<file path="src/rtl/tmr_gr_pkg.sv">
package tmr_gr_pkg;

    typedef enum logic [1:0] {
        ACT_NONE   = 2'b00,
        ACT_LOW    = 2'b01,
        ACT_HIGH   = 2'b10,
        ACT_TOGGLE = 2'b11
    } act_e;

    localparam int NUM_PINS = 2;
    localparam int PIN_A    = 0;
    localparam int PIN_C    = 1;

    localparam logic [3:0] CTRL_RESET = 4'b1000;

    typedef struct packed {
        logic cmp_a;
        logic cmp_c;
        logic cap_en;
        logic cap_rise;
        logic cap_fall;
        act_e act;
    } mode_t;

endpackage

</file>
<file path="src/rtl/tmr_pin_sync.sv">
module tmr_pin_sync #(
    parameter int STAGES = 2
) (
    input  logic clk,
    input  logic rst_n,
    input  logic din,
    output logic sync_o,
    output logic prev_o
);
    localparam int LAST = STAGES;

    logic [LAST:0] sh_d, sh_q;

    always_comb begin
        sh_d[0] = din;
        for (int k = 1; k <= LAST; k++) begin
            sh_d[k] = sh_q[k-1];
        end
    end

    always_ff @(posedge clk or negedge rst_n) begin
        if (!rst_n) sh_q <= '0;
        else        sh_q <= sh_d;
    end

    assign sync_o = sh_q[LAST-1];
    assign prev_o = sh_q[LAST];
endmodule

</file>
<file path="src/rtl/tmr_mode_decode.sv">
module tmr_mode_decode
    import tmr_gr_pkg::*;
(
    input  logic [3:0] ctrl,
    output mode_t      mode
);
    always_comb begin
        mode          = '0;
        mode.act      = act_e'(ctrl[1:0]);
        mode.cmp_a    = (ctrl[3:2] == 2'b00);
        mode.cmp_c    = (ctrl[3:2] == 2'b10);
        mode.cap_en   = (ctrl[3:2] == 2'b11);
        mode.cap_rise = mode.cap_en && (ctrl[1] || !ctrl[0]);
        mode.cap_fall = mode.cap_en && (ctrl[1] ||  ctrl[0]);
    end
endmodule

</file>
<file path="src/rtl/tmr_pin_action.sv">
module tmr_pin_action
    import tmr_gr_pkg::*;
(
    input  logic clk,
    input  logic rst_n,
    input  logic en,
    input  logic match,
    input  act_e act,
    output logic pin_o
);
    logic pin_d, pin_q;

    always_comb begin
        pin_d = pin_q;
        if (en && match) begin
            case (act)
                ACT_LOW:    pin_d = 1'b0;
                ACT_HIGH:   pin_d = 1'b1;
                ACT_TOGGLE: pin_d = !pin_q;
                default:    pin_d = pin_q;
            endcase
        end
    end

    always_ff @(posedge clk or negedge rst_n) begin
        if (!rst_n) pin_q <= 1'b0;
        else        pin_q <= pin_d;
    end

    assign pin_o = pin_q;

    assert_drive_high_R3: assert property (@(posedge clk) disable iff (!rst_n)
        (en && match && act == ACT_HIGH) |=> pin_o);
    assert_drive_low_R3: assert property (@(posedge clk) disable iff (!rst_n)
        (en && match && act == ACT_LOW) |=> !pin_o);
    assert_toggle_R3: assert property (@(posedge clk) disable iff (!rst_n)
        (en && match && act == ACT_TOGGLE) |=> (pin_o != $past(pin_o)));
    assert_hold_no_match_R4: assert property (@(posedge clk) disable iff (!rst_n)
        !(en && match) |=> $stable(pin_o));
endmodule

</file>
<file path="src/rtl/tmr_gr_channel.sv">
module tmr_gr_channel
    import tmr_gr_pkg::*;
#(
    parameter int CNT_W       = 16,
    parameter int SYNC_STAGES = 2
) (
    input  logic             clk,
    input  logic             rst_n,
    input  logic             ctrl_wr,
    input  logic [3:0]       ctrl_wdata,
    input  logic             gr_wr,
    input  logic [CNT_W-1:0] gr_wdata,
    input  logic [CNT_W-1:0] cnt_in,
    input  logic             pin_c_in,
    output logic [3:0]       ctrl_q_out,
    output logic [CNT_W-1:0] gr_value,
    output logic             cap_flag,
    output logic             pin_a_out,
    output logic             pin_c_out
);
    typedef struct packed {
        logic [3:0]       ctrl;
        logic [CNT_W-1:0] gr;
        logic             flag;
    } regs_t;

    regs_t st_d, st_q;
    mode_t mode;
    logic  pc_sync, pc_prev, edge_hit, match;
    logic [NUM_PINS-1:0] pin_en, pin_q;

    tmr_mode_decode u_decode (
        .ctrl (st_q.ctrl),
        .mode (mode)
    );

    tmr_pin_sync #(.STAGES(SYNC_STAGES)) u_sync (
        .clk    (clk),
        .rst_n  (rst_n),
        .din    (pin_c_in),
        .sync_o (pc_sync),
        .prev_o (pc_prev)
    );

    assign match    = (cnt_in == st_q.gr);
    assign edge_hit = (mode.cap_rise && pc_sync && !pc_prev) ||
                      (mode.cap_fall && !pc_sync && pc_prev);

    always_comb begin
        st_d      = st_q;
        st_d.flag = 1'b0;
        if (ctrl_wr) st_d.ctrl = ctrl_wdata;
        if (gr_wr) begin
            st_d.gr = gr_wdata;
        end else if (edge_hit) begin
            st_d.gr   = cnt_in;
            st_d.flag = 1'b1;
        end
    end

    always_ff @(posedge clk or negedge rst_n) begin
        if (!rst_n) begin
            st_q.ctrl <= CTRL_RESET;
            st_q.gr   <= '0;
            st_q.flag <= 1'b0;
        end else begin
            st_q <= st_d;
        end
    end

    assign pin_en[PIN_A] = mode.cmp_a;
    assign pin_en[PIN_C] = mode.cmp_c;

    for (genvar p = 0; p < NUM_PINS; p++) begin : g_pin
        tmr_pin_action u_act (
            .clk   (clk),
            .rst_n (rst_n),
            .en    (pin_en[p]),
            .match (match),
            .act   (mode.act),
            .pin_o (pin_q[p])
        );
    end

    assign ctrl_q_out = st_q.ctrl;
    assign gr_value   = st_q.gr;
    assign cap_flag   = st_q.flag;
    assign pin_a_out  = pin_q[PIN_A];
    assign pin_c_out  = pin_q[PIN_C];

    assert_roles_exclusive_R2: assert property (@(posedge clk) disable iff (!rst_n)
        $onehot0({mode.cmp_a, mode.cmp_c, mode.cap_en}));
    assert_flag_loads_counter_R6: assert property (@(posedge clk) disable iff (!rst_n)
        cap_flag |-> (gr_value == $past(cnt_in)));
    assert_pins_hold_capture_R7: assert property (@(posedge clk) disable iff (!rst_n)
        (ctrl_q_out[3:2] == 2'b11) |=> ($stable(pin_a_out) && $stable(pin_c_out)));
    assert_disabled_no_flag_R8: assert property (@(posedge clk) disable iff (!rst_n)
        (ctrl_q_out[3:2] == 2'b01) |=> !cap_flag);
endmodule

</file>
<file path="config.mk">
export PLATFORM = sky130hd
export DESIGN_NAME = tmr_gr_channel
export DESIGN_NICKNAME = d
export VERILOG_FILES = /design/src/rtl/tmr_gr_pkg.sv /design/src/rtl/tmr_pin_sync.sv /design/src/rtl/tmr_mode_decode.sv /design/src/rtl/tmr_pin_action.sv /design/src/rtl/tmr_gr_channel.sv
export SDC_FILE = /design/constraint.sdc
export NUM_CORES = 1
export LEC_CHECK = 0
export BUFFER_PORTS_ARGS = -buffer_cell sky130_fd_sc_hd__clkbuf_2
export CAP_MARGIN = 20
export CORE_AREA = 3 3 65 67
export DETAILED_ROUTE_END_ITERATION = 16
export DIE_AREA = 0 0 68 70
export PLACE_DENSITY = 0.68
export SLEW_MARGIN = 20
export SYNTH_ARGS = -nofsm -noshare
export SYNTH_HDL_FRONTEND = slang
export SYNTH_SLANG_ARGS = --single-unit
</file>
<file path="constraint.sdc">
create_clock -name clk -period 4.15 [get_ports clk]
set_clock_uncertainty 0.2 [all_clocks]
set_input_delay 0.6225 -clock clk [delete_from_list [all_inputs] [get_ports clk]]
set_output_delay 0.6225 -clock clk [all_outputs]
set_load 0.1 [all_outputs]
</file>
### Yosys cells after proc, flatten, opt, wreduce, memory -nomap -nowiden

Index checks and enable logic that the tools add are counted.

* output and inout port bits: 23
* register bits after elaboration: 26
* input port bits: 41
* logic and storage cells: 38

* eq/ne operators: 6
* mux-type cells: 5
* reductions and logical operators: 21

Operators by type and width (count)
* $mux 17: 1
* $eq 16x16->1: 1
* $mux 16: 1
* $eq 2x2->1 const B: 4
* $logic_and 1x1->1: 8
* $pmux 1 s3: 2
* $logic_not 1->1: 5
* $reduce_and 2->1: 2
* $logic_or 1x1->1: 3
* $reduce_bool 3->1: 1
* $eq 2x1->1 const B: 1
* $logic_not 2->1: 1
* $reduce_bool 2->1: 1
* $mux 1: 1

### Longest topological paths before layout

Gate-level depths: netlist of run 1.

* depth after elaboration: 8
* gate-level depth with buffers: 7

### Modules after synthesis

A second synthesis of run 1 with hierarchy kept.

* cell total of the unflattened synthesis: 142
* area, all modules: 1534.0 sq um

Modules (own cells, without submodules)
* tmr_gr_channel: cells an instance 123, seq. area each 526.8 sq um, area an instance 1323.8 sq um, times used 1
* tmr_pin_action: cells an instance 3, seq. area each 25.0 sq um, area an instance 40.0 sq um, times used 2
* tmr_pin_sync: cells an instance 3, seq. area each 75.1 sq um, area an instance 75.1 sq um, times used 1
* tmr_mode_decode: cells an instance 10, seq. area each 0.0 sq um, area an instance 55.1 sq um, times used 1

### Worst setup path after synthesis of run 1

OpenSTA, ideal clock, no wires.

* path kind: register -> register
* start point: reg st_q, in the netlist gr_value[14]
* end point: reg g_pin[0].u_act.pin_q
* data required time: 3.864 ns
* path slack: 1.585 ns
* stages on the path, launching flop included: 6
* data arrival time: 2.279 ns
* path through: dfrtp_1 -> xnor2_1 -> nand3_1 -> or4_4 -> or4_1 -> o21ai_1

* cells in the longest elaborated chain, start to end: 3

Ends and longest elaborated chain
* from (decl): line tmr_gr_channel.sv:27 `regs_t st_d, st_q;`
* from (signal assigned): line tmr_gr_channel.sv:67 `st_q <= st_d;`
* $eq 16x16->1: line tmr_gr_channel.sv:45 `assign match = (cnt_in == st_q.gr);`
* $logic_and 1x1->1: line tmr_pin_action.sv:15 `if (en && match) begin`
* $reduce_and 2->1 (no line)
* to (signal assigned): line tmr_pin_action.sv:27 `else pin_q <= pin_d;`
* to (decl): line tmr_pin_action.sv:11 `logic pin_d, pin_q;`

No other way between the ends.
A chain may end at the register's enable or synchronous reset.

### Worst setup path in the final report of run 1

* start point: reg ctrl_q_out[3] (netlist name)
* end point: out ctrl_q_out[3]

RTL lines
* to (decl): line tmr_gr_channel.sv:15 `output logic [3:0] ctrl_q_out,`

No word-level cell between the ends.

==> impl_metrics.xml, run 1 <==
<?xml version="1.0" encoding="UTF-8"?>
<metrics>
  <group name="finish">
    <metric name="area_growth" unit="%">32.4</metric>
    <metric name="nNetsFinal" unit="">227</metric>
    <metric name="fin_util" unit="%">45.9</metric>
    <metric name="final_layout_size_suffix_gt1_share" unit="%">38.9</metric>
    <metric name="antenna_cells" unit="">0</metric>
  </group>
  <group name="sta">
    <metric name="tightest_slew" unit="ps">655</metric>
    <metric name="finalSetupViolations" unit="">0</metric>
    <metric name="timing.final.hold_violations" unit="">0</metric>
    <metric name="min_period_over_period" unit="%">52.4</metric>
    <metric name="hold-worst-slack" unit="ps">166</metric>
    <metric name="grt_setup_unrepaired" unit="">false</metric>
    <metric name="slew-limit-headroom" unit="%">56.4</metric>
    <metric name="fin_crit" unit="ps">2170</metric>
    <metric name="final-max-slew-violation-count" unit="">0</metric>
    <metric name="setup-tns-final" unit="ps">0</metric>
    <metric name="highest_clock_rate" unit="MHz">460</metric>
  </group>
  <group name="cts">
    <metric name="cts_buffer_depth" unit="">2</metric>
    <metric name="cts_post_setup_buffers_inserted" unit="">0</metric>
    <metric name="clock_tree_from_tritoncts" unit="">built</metric>
    <metric name="htree_num_levels" unit="">1</metric>
    <metric name="clkSinkCount" unit="">26</metric>
    <metric name="numCtsBuffers" unit="">3</metric>
    <metric name="buffer_cell_driving_the_clock_tree_root" unit="">sky130_fd_sc_hd__clkbuf_8</metric>
    <metric name="clkLatencyLatePin" unit="ps">270</metric>
    <metric name="post_cts_clock_slew_at_the_launch_and_capture_registers_of_the_worst_setup_and_hold_paths" unit="ps">90</metric>
    <metric name="cts.repair.resized" unit="">0</metric>
    <metric name="cts-hold-fix-buffers" unit="">0</metric>
  </group>
  <group name="placed_design">
    <metric name="place_congestion" unit="">0.733</metric>
    <metric name="half_perimeter_wire_length_of_the_detailed_placement_result" unit="mm">2.38</metric>
    <metric name="buffer_ports.inserted" unit="">63</metric>
  </group>
  <group name="logic_synthesis">
    <metric name="leading_cell_types_by_total_area_after_synthesis" unit="">sky130_fd_sc_hd__dfrtp_1 (49%), sky130_fd_sc_hd__mux2i_1 (13%), sky130_fd_sc_hd__o21ai_0 (7.4%)</metric>
    <metric name="netlist_area" unit="sq um">1280</metric>
    <metric name="synth_top_area_share" unit="%">48.9</metric>
    <metric name="synthMostInstantiatedCell" unit="">sky130_fd_sc_hd__dfrtp_1</metric>
    <metric name="yosysTopAreaCell" unit="">sky130_fd_sc_hd__dfrtp_1</metric>
    <metric name="post_synth_num_cell_types" unit="">23</metric>
    <metric name="synth.avg_cell_area" unit="sq um">10.4</metric>
    <metric name="yosys_most_used_dff" unit="">sky130_fd_sc_hd__dfrtp_1</metric>
    <metric name="synthTopCellsByCount" unit="">sky130_fd_sc_hd__dfrtp_1 (25), sky130_fd_sc_hd__nand2_1 (22), sky130_fd_sc_hd__o21ai_0 (19)</metric>
    <metric name="syn_inst" unit="">123</metric>
    <metric name="synth_edf_count" unit="">0</metric>
    <metric name="synth.yosys.seq_area_share" unit="%">50.9</metric>
    <metric name="ys.warnings.count" unit="">0</metric>
    <metric name="ys_seq_elements" unit="">26</metric>
    <metric name="synthesized_netlist_net_count" unit="">164</metric>
    <metric name="synth_async_sr_flop_share" unit="%">100</metric>
  </group>
  <group name="status">
    <metric name="run_status" unit="">complete, no violations</metric>
  </group>
  <group name="worst_setup_path">
    <metric name="path_class" unit="">reg2out</metric>
    <metric name="crit_path_top_delay_cell" unit="">sky130_fd_sc_hd__dfstp_2</metric>
    <metric name="worstSetupEndpointType" unit="">primary output</metric>
    <metric name="crit_required" unit="ps">3330</metric>
    <metric name="timing.critical_path.slowest_cell_delay" unit="ps">610</metric>
    <metric name="setup.reg_to_reg.worst_slack" unit="ps">2090</metric>
    <metric name="worst_ep_arrival_time" unit="ps">1350</metric>
    <metric name="path_buf_inv" unit="">1</metric>
    <metric name="critPathTopFamily" unit="">flip-flops</metric>
    <metric name="crit_path_max_fanout" unit="">7</metric>
    <metric name="crit_chain" unit="">clkbuf_2</metric>
    <metric name="worstSetupStartpointType" unit="">flip-flop</metric>
  </group>
  <group name="floorplanning">
    <metric name="io_pins" unit="">64</metric>
    <metric name="floorplan.core_area" unit="sq um">3690</metric>
    <metric name="die_height" unit="um">70</metric>
    <metric name="die_area" unit="sq um">4760</metric>
    <metric name="die_width" unit="um">68</metric>
    <metric name="fp-row-count" unit="">22</metric>
    <metric name="initial_utilization" unit="%">34.7</metric>
  </group>
  <group name="grt">
    <metric name="track_usage" unit="%">13.6</metric>
    <metric name="grt-ovfl-total" unit="">0</metric>
    <metric name="grt_start_max_net_pins" unit="">34</metric>
    <metric name="antenna_found_initial" unit="">0</metric>
    <metric name="grt_pass1_vias" unit="">1044</metric>
    <metric name="grt_first_pass_wirelength" unit="mm">4.97</metric>
  </group>
  <group name="power">
    <metric name="cellLeakagePower" unit="nW">0.927</metric>
    <metric name="total_power" unit="uW">721</metric>
    <metric name="vdd.ir_drop.worst" unit="uV">198</metric>
    <metric name="power_density" unit="nW/um^2">426</metric>
  </group>
  <group name="route">
    <metric name="maxUsedRoutingLayer" unit="">met4</metric>
    <metric name="route.antenna.remaining_nets" unit="">0</metric>
    <metric name="metal1_wirelength" unit="mm">1.28</metric>
    <metric name="vias_per_cell" unit="">4.68</metric>
    <metric name="wl" unit="mm">3.07</metric>
    <metric name="drt_first_iter_violations" unit="">62</metric>
    <metric name="routed-via-count" unit="">1090</metric>
    <metric name="wire_per_inst" unit="um">13.2</metric>
    <metric name="drcViolationCount" unit="">0</metric>
    <metric name="met2_wirelength" unit="mm">1.54</metric>
    <metric name="route.met3.wl" unit="um">211</metric>
    <metric name="detail_route.first_pass.iterations" unit="">4</metric>
  </group>
  <group name="hold_path">
    <metric name="hold_path_class" unit="">in2async</metric>
  </group>
  <group name="flow_run">
    <metric name="cap_viol_max_count" unit="">0</metric>
  </group>
</metrics>
==> stage by stage <==
stage | instance area [sq um] | setup slack (ps) | instances
6_report | 1690 | 1980 | 233
5_1_grt | 1690 | 1910 | 233
4_1_cts | 1690 | 1770 | 233
3_5_place_dp | 1630 | 1750 | 229
3_3_place_gp | 1630 | 1770 | 229
2_1_floorplan | 1280 | 1580 | 123
==> area by class of cell <==
class	instances	area, sq um
clock buffers	4	55.1
fillers	383	1990
inverters	2	7.51
multi-input cells	90	604
flip-flops and latches	26	652
well taps	48	60.1
repair buffers	63	315
==> metal layers <==
metal	global-route usage [%]	up-vias
met5	0	-
met4	3.97	0
met3	2.89	2
met2	22.8	45
met1	17.1	494
li1	-	549
==> cell usage in the layout (no fill, tap or decap), drive strengths merged <==
master   n
nor2b    1
inv      2
o31ai    1
dfrtp   25
dfstp    1
nand2b   1
nor4     2
mux2     2
or4      3
nor2     1
mux2i   16
o21ai   20
nand4    1
xnor2    7
nand3    2
o41ai    1
nand2   22
xor2     9
o22ai    1
clkbuf  67
==> worst paths after layout <==
path	startpoint	end	cells past startpoint
max in group asynchronous	rst_n	gr_value[7]$_DFFE_PN0P_	1
max reg2reg	gr_value[9]$_DFFE_PN0P_	g_pin[0].u_act.pin_o$_DFFE_PN0P_	5
min in group clk	u_sync.sh_q[0]$_DFF_PN0_	u_sync.sh_q[1]$_DFF_PN0_	0
max	ctrl_q_out[3]$_DFFE_PN1P_	ctrl_q_out[3]	1
min reg2reg	u_sync.sh_q[0]$_DFF_PN0_	u_sync.sh_q[1]$_DFF_PN0_	0
min	rst_n	gr_value[1]$_DFFE_PN0P_	1
==> registers in the layout, indices dropped and copies added, names as in the netlist <==
| name | count |
|---|---|
| u_sync.sh_q | 3 |
| gr_value | 16 |
| ctrl_q_out | 4 |
| g_pin.u_act.pin_o | 2 |
| cap_flag | 1 |
==> power by group <==
| group | switching [mW] | total, mW | internal (mW) |
|---|---|---|---|
| combinational | 0.203 | 0.262 | 0.0582 |
| sequential | 0.0216 | 0.297 | 0.276 |
| clock | 0.0774 | 0.162 | 0.0848 |
| total | 0.302 | 0.721 | 0.419 |
==> kinds of logic (layout without fill, tap and decap cells) <==
family                 after synthesis  count (layout)  synth area share [%]
AND/OR/NAND/NOR                     33              33                  12.0
buffers and inverters                7              69                  2.25
XOR/XNOR                            16              16                  10.9
multiplexers                        18              18                  14.3
flip-flops                          26              26                  50.9
AO/OA/AOI/OAI                       23              23                  9.58
No activity file was read; power rests on OpenSTA's default activity.
==> inputs of run 2 (changes only) <==
--- a/config.mk
+++ b/config.mk
@@ -10,7 +10,7 @@
 export CORE_AREA = 3 3 65 67
 export DETAILED_ROUTE_END_ITERATION = 16
 export DIE_AREA = 0 0 68 70
-export PLACE_DENSITY = 0.68
+export PLACE_DENSITY = 0.71
 export SLEW_MARGIN = 20
 export SYNTH_ARGS = -nofsm -noshare
 export SYNTH_HDL_FRONTEND = slang
==> constraint.sdc (replaced) <==
create_clock -name clk -period 1.9 [get_ports clk]
set_clock_uncertainty 0.2 [all_clocks]
set_input_delay 0.285 -clock clk [delete_from_list [all_inputs] [get_ports clk]]
set_output_delay 0.285 -clock clk [all_outputs]
set_load 0.1 [all_outputs]
==> impl_metrics.xml, run 2 (synthesized netlist as in run 1, its figures left out) <==
<?xml version="1.0" encoding="UTF-8"?>
<metrics>
  <group name="worst_setup_path">
    <metric name="crit_required" unit="ps">1900</metric>
    <metric name="worstReg2RegEnd" unit="">g_pin[0].u_act.pin_o$_DFFE_PN0P_</metric>
    <metric name="worstSetupEndpointType" unit="">flip-flop</metric>
    <metric name="critPathTopFamily" unit="">simple AND/OR/NAND/NOR gates</metric>
    <metric name="crit_path_max_fanout" unit="">4</metric>
    <metric name="crit_path_top_delay_cell" unit="">sky130_fd_sc_hd__or4_4</metric>
    <metric name="path_class" unit="">reg2reg</metric>
    <metric name="crit_chain" unit="">xnor2_2, nand3_1, or4_4, or4_1, o21ai_1</metric>
    <metric name="r2r_cell_count" unit="">5</metric>
    <metric name="setup.reg_to_reg.worst_slack" unit="ps">-140</metric>
    <metric name="worstSetupStartpointType" unit="">flip-flop</metric>
    <metric name="path_buf_inv" unit="">0</metric>
    <metric name="timing.critical_path.slowest_cell_delay" unit="ps">510</metric>
    <metric name="startpoint" unit="">gr_value[14]$_DFFE_PN0P_</metric>
    <metric name="timing.rr.start" unit="">gr_value[14]$_DFFE_PN0P_</metric>
    <metric name="worst_ep_arrival_time" unit="ps">2050</metric>
  </group>
  <group name="finish">
    <metric name="most_common_library_cell_in_the_layout_ignoring_fill_and_taps" unit="">sky130_fd_sc_hd__clkbuf_2</metric>
    <metric name="fin_util" unit="%">51.5</metric>
    <metric name="antenna_cells" unit="">0</metric>
    <metric name="post_layout_nonfiller_instances" unit="">246</metric>
    <metric name="area_growth" unit="%">48.3</metric>
    <metric name="num-fill-cells" unit="">363</metric>
    <metric name="nNetsFinal" unit="">240</metric>
    <metric name="largest_register_ff_count" unit="">16</metric>
    <metric name="final_layout_size_suffix_gt1_share" unit="%">54.0</metric>
    <metric name="layout.cells.most_common_list" unit="">sky130_fd_sc_hd__clkbuf_2 (62), sky130_fd_sc_hd__nand2_1 (22), sky130_fd_sc_hd__o21ai_0 (19)</metric>
  </group>
  <group name="cts">
    <metric name="cts_buffer_depth" unit="">2</metric>
    <metric name="cts_post_setup_buffers_inserted" unit="">0</metric>
    <metric name="clkSinkCount" unit="">26</metric>
    <metric name="buffer_cell_driving_the_clock_tree_root" unit="">sky130_fd_sc_hd__clkbuf_8</metric>
    <metric name="numCtsBuffers" unit="">3</metric>
    <metric name="post_cts_clock_slew_at_the_launch_and_capture_registers_of_the_worst_setup_and_hold_paths" unit="ps">90</metric>
    <metric name="htree_num_levels" unit="">1</metric>
    <metric name="clock_tree_from_tritoncts" unit="">built</metric>
    <metric name="clkLatencyLatePin" unit="ps">270</metric>
  </group>
  <group name="floorplanning">
    <metric name="io_pins" unit="">64</metric>
    <metric name="initial_utilization" unit="%">34.7</metric>
    <metric name="die_area" unit="sq um">4760</metric>
    <metric name="die_height" unit="um">70</metric>
    <metric name="floorplan.core_area" unit="sq um">3690</metric>
    <metric name="fp-row-count" unit="">22</metric>
    <metric name="die_width" unit="um">68</metric>
  </group>
  <group name="placed_design">
    <metric name="half_perimeter_wire_length_of_the_detailed_placement_result" unit="mm">2.46</metric>
    <metric name="place.detailed.instances" unit="">240</metric>
    <metric name="place_congestion" unit="">0.727</metric>
    <metric name="buffer_ports.inserted" unit="">63</metric>
  </group>
  <group name="route">
    <metric name="vias_per_cell" unit="">4.54</metric>
    <metric name="wl" unit="mm">3.23</metric>
    <metric name="routed-via-count" unit="">1118</metric>
    <metric name="route.antenna.remaining_nets" unit="">0</metric>
    <metric name="wire_per_inst" unit="um">13.1</metric>
    <metric name="drt_first_iter_violations" unit="">51</metric>
    <metric name="detail_route.first_pass.iterations" unit="">4</metric>
    <metric name="drcViolationCount" unit="">0</metric>
  </group>
  <group name="status">
    <metric name="violations_in_the_final_reports" unit="">negative setup slack</metric>
    <metric name="run_status" unit="">complete, but fails checks</metric>
  </group>
  <group name="hold_path">
    <metric name="whs_endpoint" unit="">gr_value[4]$_DFFE_PN0P_</metric>
    <metric name="hold_start" unit="">gr_wdata[4]</metric>
    <metric name="hold_depth" unit="">3</metric>
    <metric name="hold_path_class" unit="">in2reg</metric>
  </group>
  <group name="sta">
    <metric name="grt_setup_unrepaired" unit="">true</metric>
    <metric name="timing.final.hold_violations" unit="">0</metric>
    <metric name="finalSetupViolations" unit="">2</metric>
    <metric name="hold-worst-slack" unit="ps">11.1</metric>
    <metric name="tightest_slew" unit="ps">649</metric>
    <metric name="setup-tns-final" unit="ps">-219</metric>
    <metric name="slew-limit-headroom" unit="%">56.7</metric>
    <metric name="highest_clock_rate" unit="MHz">489</metric>
    <metric name="postLayoutSetupSlackWorst" unit="ps">-145</metric>
    <metric name="min_period_over_period" unit="%">108</metric>
    <metric name="fin_crit" unit="ps">2040</metric>
    <metric name="final-max-slew-violation-count" unit="">0</metric>
  </group>
  <group name="power">
    <metric name="vdd.ir_drop.worst" unit="uV">643</metric>
    <metric name="total_power" unit="mW">1.65</metric>
    <metric name="cellLeakagePower" unit="nW">1.00</metric>
    <metric name="power_density" unit="nW/um^2">868</metric>
  </group>
  <group name="grt">
    <metric name="antenna_found_initial" unit="">0</metric>
    <metric name="track_usage" unit="%">13.9</metric>
    <metric name="grt_start_max_net_pins" unit="">34</metric>
    <metric name="grt-ovfl-total" unit="">0</metric>
    <metric name="grt_pass1_vias" unit="">1102</metric>
    <metric name="grt_first_pass_wirelength" unit="mm">5.16</metric>
  </group>
  <group name="flow_run">
    <metric name="cap_viol_max_count" unit="">0</metric>
  </group>
</metrics>
run 2: changes by cell type in the layout (fill, tap and decap cells not counted), sizes merged:
cell,before,now
dlygate4sd3,0,2
buf,0,12
clkbuf,67,66
run 2: what timing repair did:
action                                  CTS  global route
hold endpoints to repair                 26             0
endpoints found under the setup margin    2             2
gates resized for setup                   4             2
hold buffers                              2             0
pin swaps                                 4             0
run 2: layout make-up:
cell class | count | area, sq um | share of cell area, %
tap | 48 | 60.1 | 3.16
sequential | 26 | 698 | 36.8
inverter | 2 | 7.51 | 0.396
multi-input combinational | 90 | 644 | 33.9
clock buffer | 4 | 55.1 | 2.90
timing repair buffer | 76 | 433 | 22.8
run 2: metrics by stage:
step                worst slack [ps]  cell area [sq um]
detailed placement              -171               1780
finish                          -145               1900
floorplan                       -263               1340
global route                    -219               1900
CTS                             -163               1880
global placement                -116               1780
run 2: worst max-delay path by stage:
stage,to,slack (ps),depth (start not counted)
finish,g_pin[0].u_act.pin_o$_DFFE_PN0P_,-140,5
global route,g_pin[0].u_act.pin_o$_DFFE_PN0P_,-220,5
CTS,g_pin[0].u_act.pin_o$_DFFE_PN0P_,-160,5
detailed placement,g_pin[0].u_act.pin_o$_DFFE_PN0P_,-170,5
global placement,g_pin[0].u_act.pin_o$_DFFE_PN0P_,-120,5
floorplan,g_pin[0].u_act.pin_o$_DFFE_PN0P_,-260,5
run 2: routing by layer:
layer	up-vias	share of wire, %	routed length [um]	track usage, %
met3	2	6.8	218	2.89
met5	-	0	0	0
met1	504	42	1370	18.2
met4	0	1.1	34	4.86
li1	574	-	-	-
met2	38	50	1600	22.2
run 2: worst reg2reg max path, cell delays in order, from the launching register on:
cell                      delay (ps)
sky130_fd_sc_hd__dfrtp_4         500
sky130_fd_sc_hd__xnor2_2         140
sky130_fd_sc_hd__nand3_1         100
sky130_fd_sc_hd__or4_4           510
sky130_fd_sc_hd__or4_1           410
sky130_fd_sc_hd__o21ai_1         120
run 2: power by group:
part	switching, mW	internal [mW]	total [mW]	leakage (nW)
logic	0.458	0.169	0.627	0.675
clock network	0.172	0.185	0.358	0.0288
registers	0.0455	0.618	0.664	0.296
total	0.676	0.972	1.65	1.00
